==> src/rtl/rdy_wait_pkg.sv <==
package rdy_wait_pkg;
  typedef enum logic [1:0] {
    ST_IDLE,
    ST_WAIT,
    ST_LATE,
    ST_HOLD
  } rw_state_t;
endpackage

==> src/rtl/rdy_wait_down.sv <==
module rdy_wait_down #(
  parameter int W = 4
) (
  input  logic         clk,
  input  logic         rst,
  input  logic         load,
  input  logic [W-1:0] load_val,
  input  logic         dec,
  output logic         zero
);
  logic [W-1:0] cnt;

  always_ff @(posedge clk) begin
    if (rst) cnt <= '0;
    else if (load) cnt <= load_val;
    else if (dec && cnt != '0) cnt <= cnt - 1'b1;
  end

  assign zero = (cnt == '0);
endmodule

==> src/rtl/rdy_wait_tmo.sv <==
module rdy_wait_tmo #(
  parameter int TO_W   = 8,
  parameter int ADDR_W = 16
) (
  input  logic              clk,
  input  logic              rst,
  input  logic              restart,
  input  logic              sample_low,
  input  logic [ADDR_W-1:0] addr,
  input  logic              to_dis,
  input  logic [TO_W-1:0]   limit,
  output logic              expire
);
  logic [TO_W-1:0]   cnt, base;
  logic [ADDR_W-1:0] addr_q;
  logic [TO_W:0]     nxt;

  always_comb begin
    base   = (restart || addr != addr_q) ? '0 : cnt;
    nxt    = {1'b0, base} + 1'b1;
    expire = sample_low && !to_dis && (nxt >= {1'b0, limit});
  end

  always_ff @(posedge clk) begin
    if (rst) begin
      cnt    <= '0;
      addr_q <= '0;
    end else begin
      addr_q <= addr;
      if (restart) cnt <= '0;
      else if (sample_low) cnt <= nxt[TO_W-1:0];
      else cnt <= base;
    end
  end
endmodule

==> src/rtl/rdy_wait_ctrl.sv <==
module rdy_wait_ctrl #(
  parameter int WAIT_W = 4,
  parameter int HOLD_W = 3,
  parameter int TO_W   = 8,
  parameter int LEN_W  = 4,
  parameter int ADDR_W = 16
) (
  input  logic              clk,
  input  logic              rst,
  input  logic              start,
  input  logic [LEN_W-1:0]  burst_len,
  input  logic              bank_burst,
  input  logic              bank_rdy_en,
  input  logic              bank_same_edge,
  input  logic [WAIT_W-1:0] single_wait,
  input  logic [WAIT_W-1:0] first_wait,
  input  logic [WAIT_W-1:0] next_wait,
  input  logic [HOLD_W-1:0] hold_cnt,
  input  logic [HOLD_W-1:0] byte_en_off,
  input  logic              to_disable,
  input  logic [TO_W-1:0]   to_limit,
  input  logic [ADDR_W-1:0] periph_addr,
  input  logic              dev_ready,
  output logic              busy,
  output logic              xfer_stb,
  output logic              hold_phase,
  output logic              done,
  output logic              err_pulse,
  output logic              cfg_err
);
  import rdy_wait_pkg::*;

  rw_state_t st, st_nxt;

  logic              cfg_rdy, cfg_same;
  logic [WAIT_W-1:0] cfg_next;
  logic [HOLD_W-1:0] cfg_hold, eff_hold;
  logic [LEN_W-1:0]  rem;

  logic go, bad, smp, rdy_hit, low, xfer_now, beat_end, last;
  logic wz, hz, w_load, expire;
  logic [WAIT_W-1:0] w_val;

  always_comb begin
    go       = (st == ST_IDLE) && start && !(bank_rdy_en && byte_en_off != '0);
    bad      = (st == ST_IDLE) && start && bank_rdy_en && byte_en_off != '0;
    smp      = (st == ST_WAIT) && wz;
    rdy_hit  = smp && cfg_rdy && dev_ready;
    low      = smp && cfg_rdy && !dev_ready;
    xfer_now = (smp && !cfg_rdy) || (rdy_hit && cfg_same) || (st == ST_LATE);
    beat_end = (st == ST_HOLD) && hz;
    last     = (rem == '0);
    w_load   = go || (beat_end && !last);
    w_val    = go ? (bank_burst ? first_wait : single_wait) : cfg_next;
    eff_hold = (cfg_same && cfg_rdy && cfg_hold == '0) ? HOLD_W'(1) : cfg_hold;
  end

  rdy_wait_down #(.W(WAIT_W)) u_wait (
    .clk(clk), .rst(rst), .load(w_load), .load_val(w_val),
    .dec(st == ST_WAIT), .zero(wz)
  );

  rdy_wait_down #(.W(HOLD_W)) u_hold (
    .clk(clk), .rst(rst), .load(xfer_now), .load_val(eff_hold),
    .dec(st == ST_HOLD), .zero(hz)
  );

  rdy_wait_tmo #(.TO_W(TO_W), .ADDR_W(ADDR_W)) u_tmo (
    .clk(clk), .rst(rst), .restart(w_load), .sample_low(low),
    .addr(periph_addr), .to_dis(to_disable), .limit(to_limit),
    .expire(expire)
  );

  always_comb begin
    st_nxt = st;
    case (st)
      ST_IDLE: if (go) st_nxt = ST_WAIT;
      ST_WAIT: begin
        if (xfer_now) st_nxt = ST_HOLD;
        else if (rdy_hit) st_nxt = ST_LATE;
        else if (expire) st_nxt = ST_IDLE;
      end
      ST_LATE: st_nxt = ST_HOLD;
      ST_HOLD: if (hz) st_nxt = last ? ST_IDLE : ST_WAIT;
      default: st_nxt = ST_IDLE;
    endcase
  end

  always_ff @(posedge clk) begin
    if (rst) begin
      st         <= ST_IDLE;
      busy       <= 1'b0;
      xfer_stb   <= 1'b0;
      hold_phase <= 1'b0;
      done       <= 1'b0;
      err_pulse  <= 1'b0;
      cfg_err    <= 1'b0;
      cfg_rdy    <= 1'b0;
      cfg_same   <= 1'b0;
      cfg_next   <= '0;
      cfg_hold   <= '0;
      rem        <= '0;
    end else begin
      st         <= st_nxt;
      busy       <= (st_nxt != ST_IDLE);
      xfer_stb   <= xfer_now;
      hold_phase <= (st == ST_HOLD) && !hz;
      cfg_err    <= bad;
      err_pulse  <= (st == ST_WAIT) && !xfer_now && !rdy_hit && expire;
      done       <= ((st == ST_WAIT) && !xfer_now && !rdy_hit && expire) ||
                    (beat_end && last);
      if (go) begin
        cfg_rdy  <= bank_rdy_en;
        cfg_same <= bank_same_edge;
        cfg_next <= next_wait;
        cfg_hold <= hold_cnt;
        rem      <= (bank_burst && burst_len != '0) ? burst_len - 1'b1 : '0;
      end else if (beat_end && !last) begin
        rem <= rem - 1'b1;
      end
    end
  end
endmodule

==> config.mk <==
export PLATFORM = sky130hd
export DESIGN_NAME = rdy_wait_ctrl
export DESIGN_NICKNAME = d
export VERILOG_FILES = /design/src/rtl/rdy_wait_pkg.sv /design/src/rtl/rdy_wait_down.sv /design/src/rtl/rdy_wait_tmo.sv /design/src/rtl/rdy_wait_ctrl.sv
export SDC_FILE = /design/constraint.sdc
export NUM_CORES = 1
export LEC_CHECK = 0
export ABC_AREA = 0
export BUFFER_PORTS_ARGS = -buffer_cell sky130_fd_sc_hd__buf_2
export CAP_MARGIN = 10
export CORE_MARGIN = 8
export CORE_UTILIZATION = 25
export DETAILED_ROUTE_END_ITERATION = 8
export PLACE_DENSITY = 0.47
export SYNTH_ARGS = -nofsm -noshare
export SYNTH_HDL_FRONTEND = slang
export SYNTH_SLANG_ARGS = --single-unit
==> constraint.sdc <==
create_clock -name clk -period 3.48 [get_ports clk]
set_input_delay 0.696 -clock clk [delete_from_list [all_inputs] [get_ports clk]]
set_output_delay 0.696 -clock clk [all_outputs]
set_load 0.02 [all_outputs]
### Word-level counts from Yosys, hierarchy flattened

Cells that the tools add are included.

| storage, ports and cells | value |
|---|---|
| register bits after elaboration | 52 |
| output and inout bits | 6 |
| logic and storage cells | 97 |

| cells by class | value |
|---|---|
| equality and inequality tests | 4 |
| $add $sub $neg | 5 |
| reduce and logical (&&, ||, !) cells | 52 |
| mux-type cells | 19 |
| magnitude comparators | 1 |

Operators by type and width:

| operator | number |
|---|---|
| $mux W4 | 7 |
| $logic_and A1 B1 Y1 | 25 |
| $mux W8 | 2 |
| $ne A16 B16 Y1 | 1 |
| $sub A4 B1 Y4 const B | 3 |
| $mux W2 | 5 |
| $add A8 B1 Y9 const B | 1 |
| $ge A9 B8 Y1 | 1 |
| $mux W3 | 3 |
| $logic_not A1 Y1 | 8 |
| $logic_not A4 Y1 | 2 |
| $pmux W2 S4 | 1 |
| $reduce_bool A2 Y1 | 4 |
| $reduce_bool A4 Y1 | 2 |
| $logic_not A3 Y1 | 2 |
| $reduce_bool A3 Y1 | 2 |
| $logic_or A1 B1 Y1 | 5 |
| $eq A2 B2 Y1 const B | 2 |
| $sub A3 B1 Y3 const B | 1 |
| $eq A2 B1 Y1 const B | 1 |
| $logic_not A2 Y1 | 1 |
| $reduce_or A2 Y1 | 1 |
| $mux W1 | 1 |

### Depth between registers and ports, before layout

| logic depth | value |
|---|---|
| depth after elaboration | 15 |
| depth in mapped cells | 16 |

### Modules after synthesis

A second synthesis with hierarchy kept.

| unflattened totals | value |
|---|---|
| cell total of the unflattened synthesis | 323 |
| area total of the unflattened synthesis | 2837.7 um^2 |

By module, submodules not included:

| module | instances | cells each | seq. area each (um^2) | area each (um^2) |
|---|---|---|---|---|
| rdy_wait_tmo | 1 | 144 | 480.5 | 1308.8 |
| rdy_wait_ctrl | 1 | 129 | 420.4 | 1083.5 |
| rdy_wait_down at u_wait | 1 | 29 | 80.1 | 262.8 |
| rdy_wait_down at u_hold | 1 | 21 | 60.1 | 182.7 |

### Worst setup path after synthesis

OpenSTA, ideal clock, no wires.

| timing path | value |
|---|---|
| path type | input to register |
| from | input port start |
| to | register done |
| buffers on the path | 1 |
| stages | 15 |
| setup slack | -0.086 ns |
| library setup time | 0.129 ns |
| required time | 3.351 ns |
| data arrival time | 3.437 ns |
| cell sequence | or3b_1 buf_4 o22ai_4 nor3_4 and3_1 ha_1 and3_1 xnor2_1 nor2_1 ha_1 a21oi_1 o21ai_0 a2111oi_0 o22a_2 o41ai_2 |

| on the way | value |
|---|---|
| word-level cells in the longest chain between the ends | 10 |

RTL lines:

| what | line | text |
|---|---|---|
| start: declaration | rdy_wait_ctrl.sv:10 | `input logic start,` |
| $logic_and A1 B1 Y1 (2 in a row) | rdy_wait_ctrl.sv:45 | `go = (st == ST_IDLE) && start && !(bank_rdy_en && byte_en_off != '0);` |
| $logic_or A1 B1 Y1 | rdy_wait_ctrl.sv:53 | `w_load = go \|\| (beat_end && !last);` |
| $logic_or A1 B1 Y1 | rdy_wait_tmo.sv:19 | `base = (restart \|\| addr != addr_q) ? '0 : cnt;` |
| $mux W8 | rdy_wait_tmo.sv:19 |  |
| $add A8 B1 Y9 | rdy_wait_tmo.sv:20 | `nxt = {1'b0, base} + 1'b1;` |
| $ge A9 B8 Y1 | rdy_wait_tmo.sv:21 | `expire = sample_low && !to_dis && (nxt >= {1'b0, limit});` |
| $logic_and A1 B1 Y1 | rdy_wait_tmo.sv:21 |  |
| $logic_and A1 B1 Y1 | rdy_wait_ctrl.sv:110 | `done <= ((st == ST_WAIT) && !xfer_now && !rdy_hit && expire) \|\|` |
| $logic_or A1 B1 Y1 | rdy_wait_ctrl.sv:110 |  |
| end signal: assignment | rdy_wait_ctrl.sv:110 |  |
| end: declaration | rdy_wait_ctrl.sv:27 | `output logic done,` |

No other way between the ends.
A chain may end at the register's enable or synchronous reset.

### Worst setup path in the final report

Ends and elaborated chain as after synthesis.

==> flow_summary.ini <==
[outcome]
status = finished clean

[floorplanning]
die_w_um = 121
ios = 60
die-area_um2 = 14600
die_height_um = 121
core_area_um2 = 10800
start_util_pct = 25.5
placementRows = 38

[logic_synthesis]
yosysTopAreaCellShare_pct = 37.9
async_reset_ff_share_pct = 0
ys_top_cells_by_count = 52 x dfxtp_1, 36 x nor2_1, 31 x nand2_1
mappedNetlistNets = 390
avgSynthCellArea_um2 = 8.56
ys_types = 48
syn_inst = 321
synth_area_um2 = 2750
ys_ff_latch = 52
synth_top_cell_by_area = dfxtp_1
synth_edf_count = 0
synth_top_flop_cell = dfxtp_1
ys_top_cells_by_area = dfxtp_1 38%, xnor2_1 8.9%, ha_1 6.8%, nor2_1 4.9%, nor2b_1 4.3%
synth_warnings = 0
post-synth-top-count-cell = dfxtp_1
yosysSeqAreaShare_pct = 37.9

[finish]
diodes = 0
syn_to_final_growth_pct = 24.3
drive_gt1_share_pct = 24.0
final_nets = 459

[drt]
drtIter0Drc = 51
wl_mm = 6.55
postRouteAntennaNets = 0
wl_per_cell_um = 12.3
post_drt_via_cell_ratio = 4.40
drt_pre_antenna_iters = 6
vias = 2335
drc = 0

[cts]
cts_sinks = 52
cts_made_buffers = 5
clk_latency_ns = 0.30
cts_max_path_buffers = 2
h-tree-depth = 2
clk_pin_slew_ns = 0.10
cts-root-buf = clkbuf_8
cts_tree = done

[worst_setup_path]
worstSetupPathType = input pin to flip-flop
r2r_slack_ns = 0.24
critical_path.most_common_cell = and3_4
worst-path-max-fanout = 4
end_kind = flip-flop
slowest_delay_ns = 0.40
worst_setup_path_start_kind = input pin
worstPathRequired_ns = 3.65
crit_chain = buf_2 -> or3b_1 -> o22ai_4 -> nor3_4 -> and3_4 -> ha_2 -> and3_4 -> xnor2_1 -> nor2_1 -> ha_1 -> a21oi_1 -> o21ai_0 -> a2111oi_1 -> o22a_2 -> o41ai_2
cp_slowest_cell = or3b_1
arrival_ns = 3.42
cp_top_family = compound AO/OA/AOI/OAI gates
path_buf_inv = 1

[global_routing]
grt_pass1_vias = 2437
antenna_found_initial = 0
track_usage_pct = 9.23
overflow = 0
grt_max_degree = 32
grt_pass1_wl_mm = 11.2

[timing]
grt_setup_unrepaired = no
holdWs_ns = 0.463
fin_skew_ns = 0.0109
fmax_ghz = 0.308
maxSlewHeadroom_pct = 43.1
hold_violations = 0
final.setup.tns_ns = 0
tightest_slew_ns = 0.847
report.final.slew_viol_count = 0
period_minus_slack_ns = 3.25
fin_crit_sh_pct = 93.3
setup_viol = 0

[placed_design]
placement.io_buffers = 59
routabilityCongestion = 0.781
dp_hpwl_mm = 5.18

[power_and_ir_drop]
leakagePower_nw = 1.39
power.density_nw_per_um2 = 543
ir_worst_vdd_mv = 0.211

[hold_path]
hp-class = flip-flop to flip-flop

[flow_run]
max_cap_viol_count = 0
## area by class of cell
cell class,instances,area [um2]
clock inverters,2,38.8
inverters,19,71.3
repair buffers,73,400
multi-input cells,239,1610
fillers,1158,7380
flip-flops and latches,52,1040
clock buffers,6,82.6
well taps,140,175
## registers in the layout (all words and copies together), names as in the netlist, 2 cells and up
| name | flops |
|---|---|
| u_hold.cnt | 3 |
| u_tmo.cnt | 8 |
| cfg_hold | 3 |
| u_tmo.addr_q | 16 |
| cfg_next | 4 |
| u_wait.cnt | 4 |
| rem | 4 |
| st | 2 |
## placed cells by master (no fill, tap or decap), types with 10 or more instances in the layout
cell     count
dfxtp_1     52
nor2_1      36
buf_2       59
inv_1       19
ha_1        14
buf_4       14
nor3_1      10
a21oi_1     15
xnor2_1     28
nor2b_1     19
nand2_1     31
## where the power goes
group | switching (mW) | leakage (nW) | internal, mW | total, mW
sequential | 0.0751 | 0.427 | 0.682 | 0.757
clock | 0.202 | 0.0614 | 0.235 | 0.438
combinational | 0.363 | 0.905 | 0.297 | 0.661
total | 0.641 | 1.39 | 1.21 | 1.86
## cells by family (layout without fill, tap and decap cells)
logic type	after synthesis	in the layout	synth area share [%]
AO/OA/AOI/OAI	56	56	14.1
XOR/XNOR	34	34	10.8
adder cells (fa/ha/maj)	15	15	6.83
buffers and inverters	30	100	4.33
flip-flops	52	52	37.9
multiplexers	6	6	2.23
AND/OR/NAND/NOR	128	128	23.8
## timing repair
item,CTS,global route
buffers inserted,0,0
hold buffers,0,0
resized for setup,0,1
setup endpoints to repair,0,4
## routing by layer
| metal | vias to the layer above | track usage (%) | routed length [um] |
|---|---|---|---|
| met5 | - | 0 | 0 |
| li1 | 1229 | - | - |
| met1 | 1047 | 11.8 | 3160 |
| met2 | 54 | 15.1 | 2950 |
| met4 | 0 | 2.11 | 48 |
| met3 | 5 | 2.56 | 383 |
## through the flow
| step | instance area (um2) | setup slack (ns) | utilization (%) | std cells | power [mW] |
|---|---|---|---|---|---|
| 3_5_place_dp | 3290 | -0.144 | 30.5 | 523 | 1.44 |
| 4_1_cts | 3410 | 0.179 | 31.6 | 531 | 1.89 |
| 6_report | 3420 | 0.234 | 31.6 | 531 | 1.86 |
| 2_1_floorplan | 2770 | 0.0123 | - | 321 | 1.25 |
| 5_1_grt | 3420 | 0.00804 | 31.6 | 531 | 2.00 |
| 3_3_place_gp | 3290 | -0.0991 | 30.5 | 523 | 1.43 |
## worst register-to-register path: cells and delay by family (launching register included)
kind                     cells  cell delay (ns)
AND/OR/NAND/NOR              5             0.87
buffers and inverters        1             0.06
XOR/XNOR                     1             0.11
flip-flops                   1             0.36
AO/OA/AOI/OAI                6             1.01
adder cells (fa/ha/maj)      3             0.69
## final timing paths
check | from | endpoint | cells past startpoint
worst max register to register | u_hold.cnt[0] | done | 16
worst min register to register | cfg_hold[0] | cfg_hold[0] | 2
worst min-delay path | cfg_hold[0] | cfg_hold[0] | 2
worst max-delay path | start | done | 15
Note: power is estimated with default switching activity, not from simulation.
